--- config.mk ---
export PLATFORM = sky130hd
export DESIGN_NAME = vload_agu
export DESIGN_NICKNAME = d
export VERILOG_FILES = /design/src/rtl/vload_pkg.sv /design/src/rtl/vload_seq.sv /design/src/rtl/vload_addr_gen.sv /design/src/rtl/vload_wb.sv /design/src/rtl/vload_agu.sv
export SDC_FILE = /design/constraint.sdc
export NUM_CORES = 1
export LEC_CHECK = 0
export BUFFER_PORTS_ARGS = -buffer_cell sky130_fd_sc_hd__buf_2
export CAP_MARGIN = 20
export CELL_PAD_IN_SITES_DETAIL_PLACEMENT = 1
export CELL_PAD_IN_SITES_GLOBAL_PLACEMENT = 1
export CORE_ASPECT_RATIO = 1.25
export CORE_MARGIN = 10
export CORE_UTILIZATION = 45
export CTS_CLUSTER_SIZE = 28
export DETAILED_ROUTE_END_ITERATION = 6
export PLACE_DENSITY = 0.84
export SLEW_MARGIN = 20
export SYNTH_ARGS = -nofsm -noshare
export SYNTH_HDL_FRONTEND = slang
export SYNTH_SLANG_ARGS = --single-unit
--- constraint.sdc ---
create_clock -name clk_i -period 4.8 [get_ports clk_i]
set_input_delay 0.72 -clock clk_i [delete_from_list [all_inputs] [get_ports clk_i]]
set_output_delay 0.72 -clock clk_i [all_outputs]
set_load 0.005 [all_outputs]
--- src/rtl/vload_pkg.sv ---
package vload_pkg;
  typedef enum logic [1:0] {
    MODE_UNIT     = 2'd0,
    MODE_STRIDE   = 2'd1,
    MODE_GATHER   = 2'd2,
    MODE_UNIT_ALT = 2'd3
  } vl_mode_e;
endpackage

--- src/rtl/vload_seq.sv ---
module vload_seq #(
  parameter int MAX_VL = 8,
  localparam int CNT_W = $clog2(MAX_VL + 1),
  localparam int IDX_W = $clog2(MAX_VL)
) (
  input  logic             clk_i,
  input  logic             rst_ni,
  input  logic             start_i,
  input  logic [CNT_W-1:0] vlen_i,
  input  logic             gnt_i,
  input  logic             rvalid_i,
  input  logic             wb_last_i,
  output logic             launch_o,
  output logic             busy_o,
  output logic             req_o,
  output logic             accept_o,
  output logic [IDX_W-1:0] iss_idx_o,
  output logic             ret_ok_o,
  output logic [IDX_W-1:0] ret_idx_o,
  output logic             ret_last_o,
  output logic             done_o
);
  logic             busy_q, done_q;
  logic [CNT_W-1:0] vlen_q, vlen_eff;
  logic [CNT_W-1:0] iss_cnt_q, ret_cnt_q;

  always_comb begin
    if (vlen_i == '0)                    vlen_eff = CNT_W'(1);
    else if (vlen_i > CNT_W'(MAX_VL))    vlen_eff = CNT_W'(MAX_VL);
    else                                 vlen_eff = vlen_i;
  end

  assign launch_o   = start_i & ~busy_q;
  assign req_o      = busy_q & (iss_cnt_q < vlen_q);
  assign accept_o   = req_o & gnt_i;
  assign ret_ok_o   = busy_q & rvalid_i & (ret_cnt_q < vlen_q);
  assign ret_last_o = ret_ok_o & (ret_cnt_q == vlen_q - CNT_W'(1));
  assign iss_idx_o  = iss_cnt_q[IDX_W-1:0];
  assign ret_idx_o  = ret_cnt_q[IDX_W-1:0];
  assign busy_o     = busy_q;
  assign done_o     = done_q;

  always_ff @(posedge clk_i or negedge rst_ni) begin
    if (!rst_ni) begin
      busy_q    <= 1'b0;
      done_q    <= 1'b0;
      vlen_q    <= '0;
      iss_cnt_q <= '0;
      ret_cnt_q <= '0;
    end else begin
      done_q <= wb_last_i;
      if (launch_o) begin
        busy_q    <= 1'b1;
        vlen_q    <= vlen_eff;
        iss_cnt_q <= '0;
        ret_cnt_q <= '0;
      end else begin
        if (wb_last_i) busy_q    <= 1'b0;
        if (accept_o)  iss_cnt_q <= iss_cnt_q + CNT_W'(1);
        if (ret_ok_o)  ret_cnt_q <= ret_cnt_q + CNT_W'(1);
      end
    end
  end
endmodule

--- src/rtl/vload_addr_gen.sv ---
module vload_addr_gen
  import vload_pkg::*;
#(
  parameter int ADDR_W     = 32,
  parameter int NUM_BANKS  = 8,
  parameter int ELEM_BYTES = 4,
  localparam int BANK_W    = $clog2(NUM_BANKS),
  localparam int OFF_W     = $clog2(ELEM_BYTES)
) (
  input  logic              clk_i,
  input  logic              rst_ni,
  input  logic              launch_i,
  input  logic [1:0]        mode_i,
  input  logic [ADDR_W-1:0] base_i,
  input  logic [ADDR_W-1:0] stride_i,
  input  logic              advance_i,
  input  logic [ADDR_W-1:0] idx_off_i,
  output logic [ADDR_W-1:0] addr_o,
  output logic [BANK_W-1:0] bank_o
);
  logic [ADDR_W-1:0] base_q, step_q, acc_q;
  logic              gather_q;
  vl_mode_e          mode;

  assign mode = vl_mode_e'(mode_i);

  // running sum replaces i*stride multiply
  always_ff @(posedge clk_i or negedge rst_ni) begin
    if (!rst_ni) begin
      base_q   <= '0;
      step_q   <= '0;
      acc_q    <= '0;
      gather_q <= 1'b0;
    end else if (launch_i) begin
      base_q   <= base_i;
      acc_q    <= base_i;
      gather_q <= (mode == MODE_GATHER);
      step_q   <= (mode == MODE_STRIDE) ? stride_i : ADDR_W'(ELEM_BYTES);
    end else if (advance_i) begin
      acc_q <= acc_q + step_q;
    end
  end

  assign addr_o = gather_q ? (base_q + idx_off_i) : acc_q;
  assign bank_o = addr_o[OFF_W +: BANK_W];
endmodule

--- src/rtl/vload_wb.sv ---
module vload_wb #(
  parameter int DATA_W = 32,
  parameter int IDX_W  = 3
) (
  input  logic              clk_i,
  input  logic              rst_ni,
  input  logic              ret_ok_i,
  input  logic              ret_last_i,
  input  logic [IDX_W-1:0]  ret_idx_i,
  input  logic [DATA_W-1:0] rdata_i,
  output logic              wr_en_o,
  output logic [IDX_W-1:0]  wr_idx_o,
  output logic [DATA_W-1:0] wr_data_o,
  output logic              wr_last_o
);
  always_ff @(posedge clk_i or negedge rst_ni) begin
    if (!rst_ni) begin
      wr_en_o   <= 1'b0;
      wr_last_o <= 1'b0;
      wr_idx_o  <= '0;
      wr_data_o <= '0;
    end else begin
      wr_en_o   <= ret_ok_i;
      wr_last_o <= ret_last_i;
      if (ret_ok_i) begin
        wr_idx_o  <= ret_idx_i;
        wr_data_o <= rdata_i;
      end
    end
  end
endmodule

--- src/rtl/vload_agu.sv ---
module vload_agu #(
  parameter int ADDR_W     = 32,
  parameter int DATA_W     = 32,
  parameter int MAX_VL     = 8,
  parameter int NUM_BANKS  = 8,
  parameter int ELEM_BYTES = 4
) (
  input  logic                           clk_i,
  input  logic                           rst_ni,
  input  logic                           start_i,
  input  logic [1:0]                     mode_i,
  input  logic [ADDR_W-1:0]              base_i,
  input  logic [ADDR_W-1:0]              stride_i,
  input  logic [$clog2(MAX_VL+1)-1:0]    vlen_i,
  output logic [$clog2(MAX_VL)-1:0]      idx_addr_o,
  input  logic [ADDR_W-1:0]              idx_data_i,
  output logic                           mem_req_o,
  input  logic                           mem_gnt_i,
  output logic [ADDR_W-1:0]              mem_addr_o,
  output logic [$clog2(NUM_BANKS)-1:0]   mem_bank_o,
  input  logic                           mem_rvalid_i,
  input  logic [DATA_W-1:0]              mem_rdata_i,
  output logic                           wr_en_o,
  output logic [$clog2(MAX_VL)-1:0]      wr_idx_o,
  output logic [DATA_W-1:0]              wr_data_o,
  output logic                           busy_o,
  output logic                           done_o
);
  localparam int IDX_W = $clog2(MAX_VL);

  logic             launch, accept, ret_ok, ret_last, wr_last;
  logic [IDX_W-1:0] ret_idx;

  vload_seq #(.MAX_VL(MAX_VL)) u_seq (
    .clk_i      (clk_i),
    .rst_ni     (rst_ni),
    .start_i    (start_i),
    .vlen_i     (vlen_i),
    .gnt_i      (mem_gnt_i),
    .rvalid_i   (mem_rvalid_i),
    .wb_last_i  (wr_last),
    .launch_o   (launch),
    .busy_o     (busy_o),
    .req_o      (mem_req_o),
    .accept_o   (accept),
    .iss_idx_o  (idx_addr_o),
    .ret_ok_o   (ret_ok),
    .ret_idx_o  (ret_idx),
    .ret_last_o (ret_last),
    .done_o     (done_o)
  );

  vload_addr_gen #(
    .ADDR_W(ADDR_W), .NUM_BANKS(NUM_BANKS), .ELEM_BYTES(ELEM_BYTES)
  ) u_agen (
    .clk_i     (clk_i),
    .rst_ni    (rst_ni),
    .launch_i  (launch),
    .mode_i    (mode_i),
    .base_i    (base_i),
    .stride_i  (stride_i),
    .advance_i (accept),
    .idx_off_i (idx_data_i),
    .addr_o    (mem_addr_o),
    .bank_o    (mem_bank_o)
  );

  vload_wb #(.DATA_W(DATA_W), .IDX_W(IDX_W)) u_wb (
    .clk_i      (clk_i),
    .rst_ni     (rst_ni),
    .ret_ok_i   (ret_ok),
    .ret_last_i (ret_last),
    .ret_idx_i  (ret_idx),
    .rdata_i    (mem_rdata_i),
    .wr_en_o    (wr_en_o),
    .wr_idx_o   (wr_idx_o),
    .wr_data_o  (wr_data_o),
    .wr_last_o  (wr_last)
  );
endmodule

### After elaboration in Yosys (flattened, before gate mapping)

Index checks and enable logic that the tools add are counted.

| storage, ports and cells | value |
|---|---|
| register bits | 148 |
| input port bits | 139 |
| output and inout port bits | 77 |

| operators by class | value |
|---|---|
| add/sub/neg operators | 5 |
| order comparisons | 3 |
| equality and inequality tests | 3 |
| muxes and demuxes | 12 |
| bitwise operators | 7 |
| reductions and logical operators | 4 |

Operators with widths:

| kind | number |
|---|---|
| two-way mux 32 bit | 4 |
| adder 32 bit | 2 |
| two-way mux 4 bit | 6 |
| adder 4 x 1 -> 4 bit, second input constant | 2 |
| < comparator 4 bit | 2 |
| AND 1 bit | 6 |
| nonzero test 2 bit | 3 |
| equality test 4 bit | 1 |
| greater-than comparator 4 bit, second input constant | 1 |
| zero test 4 bit | 1 |
| subtractor 4 x 1 -> 4 bit, second input constant | 1 |
| equality test 2 x 1 -> 1 bit, second input constant | 1 |
| equality test 2 bit, second input constant | 1 |
| two-way mux 1 bit | 2 |
| inverter 1 bit | 1 |

### Logic depth before layout (Yosys ltp)

| depth | value |
|---|---|
| depth in word-level cells | 5 |
| mapped depth | 11 |
| gate-level depth less buffers | 10 |

### Cells and area by module

From an unflattened synthesis, not the netlist that was laid out.

| second synthesis, totals | value |
|---|---|
| cell total of the unflattened synthesis | 962 |
| area, all modules | 9594.2 um2 |

Modules (own cells, without submodules):

| module | instances | cells each | area each (um2) |
|---|---|---|---|
| vload_addr_gen | 1 | 790 | 7178.1 |
| vload_wb | 1 | 76 | 1503.9 |
| vload_seq | 1 | 96 | 912.1 |

### Worst setup path before layout

OpenSTA, ideal clock, no wires.

| timing | value |
|---|---|
| kind | input-to-output |
| start | in idx_data_i[0] |
| end | out mem_addr_o[28] |
| arrival time | 3.012 ns |
| required time | 4.080 ns |
| path slack | 1.068 ns |
| cell stages on the path | 10 |
| buffers on the path | 0 |
| cells stage by stage | ha_1 > fa_1 > a21oi_2 > o221ai_2 > a221oi_4 > a2bb2oi_2 > o31ai_1 > a211oi_2 > mux2i_1 > a2111o_1 |

| between the ends | value |
|---|---|
| word-level cells in the longest chain between the ends | 2 |

RTL lines:

| what | RTL line | source |
|---|---|---|
| start, declared | vload_agu.sv:16 | `input logic [ADDR_W-1:0] idx_data_i,` |
| adder 32 bit | vload_addr_gen.sv:44 | `assign addr_o = gather_q ? (base_q + idx_off_i) : acc_q;` |
| two-way mux 32 bit | vload_addr_gen.sv:44 |  |
| end, declared | vload_agu.sv:19 | `output logic [ADDR_W-1:0] mem_addr_o,` |

Every way passes these cells.

### Final worst setup path

| timing | value |
|---|---|
| start | reg u_agen.base_q[0] |
| end | out mem_addr_o[28] |

| between the ends | value |
|---|---|
| word-level cells in the longest chain between the ends | 2 |

RTL lines:

| what | RTL line | source |
|---|---|---|
| start, declared | vload_addr_gen.sv:21 | `logic [ADDR_W-1:0] base_q, step_q, acc_q;` |
| start signal, assigned | vload_addr_gen.sv:35 | `base_q <= base_i;` |
| adder 32 bit | vload_addr_gen.sv:44 |  |
| two-way mux 32 bit | vload_addr_gen.sv:44 |  |

Every way passes these cells.

==> flow_metrics.py <==
metrics = {
    "outcome": {
        "status": "completed",
    },
    "route": {
        "vias_per_cell": 5.71,
        "first_pass_iters": 4,
        "drc": 0,
        "routed_wl_um": 30400,
        "drt_iter0_drc": 283,
        "wl_per_cell_um": 20.0,
        "ant_nets": 0,
        "num_vias": 8685,
    },
    "cts": {
        "ctsResizeCount": 0,
        "clkLatencyLatePin_ns": 0.44,
        "tritoncts": "done",
        "clk_pin_slew_ns": 0.07,
        "htreeDepth": 4,
        "numCtsBuffers": 17,
        "root_buffer": "clkbuf_16",
        "clock_path_buffers": 2,
        "clkSinkCount": 148,
        "post_cts_buffers": 0,
        "cts_hold_buffers": 0,
    },
    "synthesis": {
        "netlist_area_um2": 9670,
        "ys_async_sr_fraction_pct": 100,
        "synth_edf_count": 0,
        "avgSynthCellArea_um2": 9.30,
        "yosys_warnings": 0,
        "ys_ff_latch": 148,
        "ys_top_cells_by_area": "dfrtp_1 38%, ha_1 9.3%, mux2_2 6.4%",
        "synth_area_leader_cell": "dfrtp_1",
        "synth_nets": 1253,
        "synth_top_area_share_pct": 38.3,
        "yosysUniqueCellTypes": 68,
        "synth_flop_cell": "dfrtp_1",
        "synth_seq_area_share_pct": 38.3,
        "synth_cells": 1040,
    },
    "timing": {
        "period_share_pct": 89.0,
        "relSlewSlack_pct": 24.7,
        "finalHoldViolCount": 0,
        "period_minus_slack_ns": 4.27,
        "rsz0062_at_grt": "no",
        "setup_viol": 0,
        "finalMaxSlewViolations": 0,
        "fmax_mhz": 234,
        "worstMarginPinSlew_ns": 1.13,
        "fin_skew_ns": 0.0110,
        "tns_ns": 0,
    },
    "global_routing": {
        "grt-busiest-layer": "met2",
        "grt_max_degree": 78,
        "grtUsageMet2_pct": 37.5,
        "overflow": 0,
        "grt_use_total_pct": 22.0,
        "antenna_found_initial": 14,
        "grt_pass1_vias": 9481,
        "grt_use_met1_pct": 26.1,
        "met3_usage_pct": 6.87,
        "grt_pass1_wl_um": 49200,
    },
    "final_layout": {
        "final_nets": 1442,
        "multi_input_area_um2": 5630,
        "postLayoutCoreUtil_pct": 55.2,
        "final_common_cell": "buf_2",
        "layout_common_cells": "214 x buf_2, 156 x nand2_1, 148 x dfrtp_1",
        "fillers": 2533,
        "syn_to_final_growth_pct": 19.6,
        "seq_area_um2": 3700,
        "drive_above_1_share_pct": 26.3,
    },
    "critical_path": {
        "crit_type": "flop to output port",
        "cpMaxStageDelayCell": "fa_1",
        "crit_family": "compound AO/OA/AOI/OAI gates",
        "cp-end-kind": "output port",
        "cp_cell_sequence": "ha_1, fa_1, a21oi_2, o221ai_2, a221oi_4, a2bb2oi_2, o31ai_1, a211oi_2, mux2i_1, a2111o_1, buf_2",
        "critPathRequiredTime_ns": 4.08,
        "critPathLaunchType": "flop",
        "crit_buf_inv": 1,
        "slowest_delay_ns": 0.42,
        "cp.arrival_ns": 3.55,
        "crit_fanout": 6,
    },
    "die": {
        "rows": 59,
        "coreArea_um2": 21000,
        "die_w_um": 151,
        "dieHeight_um": 184,
        "io_pins": 216,
        "die_area_um2": 27800,
        "start_util_pct": 46.1,
    },
    "job": {
        "cap_violations": 0,
    },
    "power": {
        "p_sw_share_pct": 44.3,
        "cellInternalPower_mw": 5.14,
        "pwr-share-comb_pct": 59.1,
        "clkPwrFrac_pct": 14.8,
        "power.switching_mw": 4.08,
        "seqPwrFrac_pct": 26.1,
        "leakage_nw": 5.74,
        "powerDensity_nw_per_um2": 797,
        "irDropWorstVdd_uv": 407,
    },
    "placement": {
        "port_buffers": 215,
        "dp_hpwl_um": 24100,
        "gp_congestion": 0.906,
    },
    "min_path": {
        "hp-class": "input port to asynchronous set/reset pin",
    },
}
cells in the mapped netlist, types with 31 or more instances:
cell      instances
a21oi_1          78
clkbuf_1         41
ha_1             72
dfrtp_1         148
a21o_1           38
a22o_1           31
nand2_1         157
nor2_1           51
inv_1            32
xnor2_1          31
mux2_2           55
o21ai_0          59
per-stage QoR:
stage | setup slack [ns] | cells | power (mW) | hold slack [ns] | cell area [µm²]
after floorplan | 1.07 | 1040 | 6.22 | 0.349 | 9670
final | 0.530 | 1522 | 9.22 | 0.313 | 11600
after global placement | 0.544 | 1484 | 7.59 | 0.365 | 11000
after CTS | 0.509 | 1516 | 9.28 | 0.337 | 11600
after detailed placement | 0.520 | 1484 | 7.85 | 0.370 | 11000
after global routing | 0.368 | 1518 | 10.0 | 0.354 | 11600
cells by family (layout without fill, tap and decap cells):
kind of cell | after synthesis | count (layout) | share of synthesized area, %
flops | 148 | 148 | 38.3
mux | 69 | 69 | 7.85
simple gates | 315 | 315 | 15.1
other cells | 0 | 6 | 0
fa+ha+maj | 74 | 74 | 9.73
buf+inv | 87 | 289 | 3.63
xor+xnor | 52 | 52 | 4.71
compound gates | 295 | 295 | 20.7
routing by layer:
| metal | part of all wire [%] | routed length [µm] | up-vias |
|---|---|---|---|
| li1 | - | - | 4164 |
| met1 | 43 | 12900 | 4235 |
| met2 | 48 | 14700 | 224 |
| met3 | 7.3 | 2220 | 48 |
| met4 | 1.6 | 497 | 14 |
| met5 | 0.29 | 88 | - |
power groups by stage:
stage	registers, mW	clock network [mW]	logic, mW
2_1_floorplan	2.23	0	3.99
3_3_place_gp	2.38	0	5.21
3_5_place_dp	2.42	0	5.43
4_1_cts	2.40	1.38	5.50
5_1_grt	2.48	1.44	6.12
6_report	2.41	1.36	5.45
worst register-to-register path, stage by stage, from the launching register on:
cell      delay, ns
dfrtp_1        0.40
ha_1           0.25
fa_1           0.43
a211oi_1       0.32
o21ai_0        0.19
o211a_1        0.23
a31o_1         0.26
a211oi_1       0.62
o211ai_1       0.25
xnor2_1        0.18
a21oi_1        0.08
path summary, 6_finish.rpt:
check	from	to	slack, ns	depth (start not counted)
worst max-delay path	u_agen.base_q[0]	mem_addr_o[28]	0.53	11
worst min-delay path	rst_ni	u_wb.wr_data_o[18]	0.31	1
worst max register to register	u_agen.acc_q[0]	u_agen.acc_q[28]	1.43	10
worst min register to register	u_wb.wr_last_o	u_seq.done_o	0.39	0
max in group asynchronous	rst_ni	u_agen.acc_q[8]	3.49	2
min in group clk_i	u_wb.wr_last_o	u_seq.done_o	0.39	0
final cells by class:
type / instances / share of cell area, %
diodes: 6 / 0.130
clock inverters: 14 / 1.41
multi-input cells: 805 / 48.7
repair buffers: 224 / 9.94
flip-flops and latches: 148 / 32.0
well taps: 274 / 2.96
inverters: 33 / 1.07
clock buffers: 18 / 3.80
sequential cells by signal, indices dropped and copies added, names as in the netlist:
name / count
u_agen.acc_q: 32
u_wb.wr_last_o: 1
u_agen.gather_q: 1
u_wb.wr_idx_o: 3
u_agen.base_q: 32
u_seq.ret_cnt_q: 4
u_seq.done_o: 1
u_wb.wr_data_o: 32
u_seq.busy_o: 1
u_agen.step_q: 32
u_seq.iss_cnt_q: 4
u_wb.wr_en_o: 1
u_seq.vlen_q: 4
(Power assumes the default switching activity.)
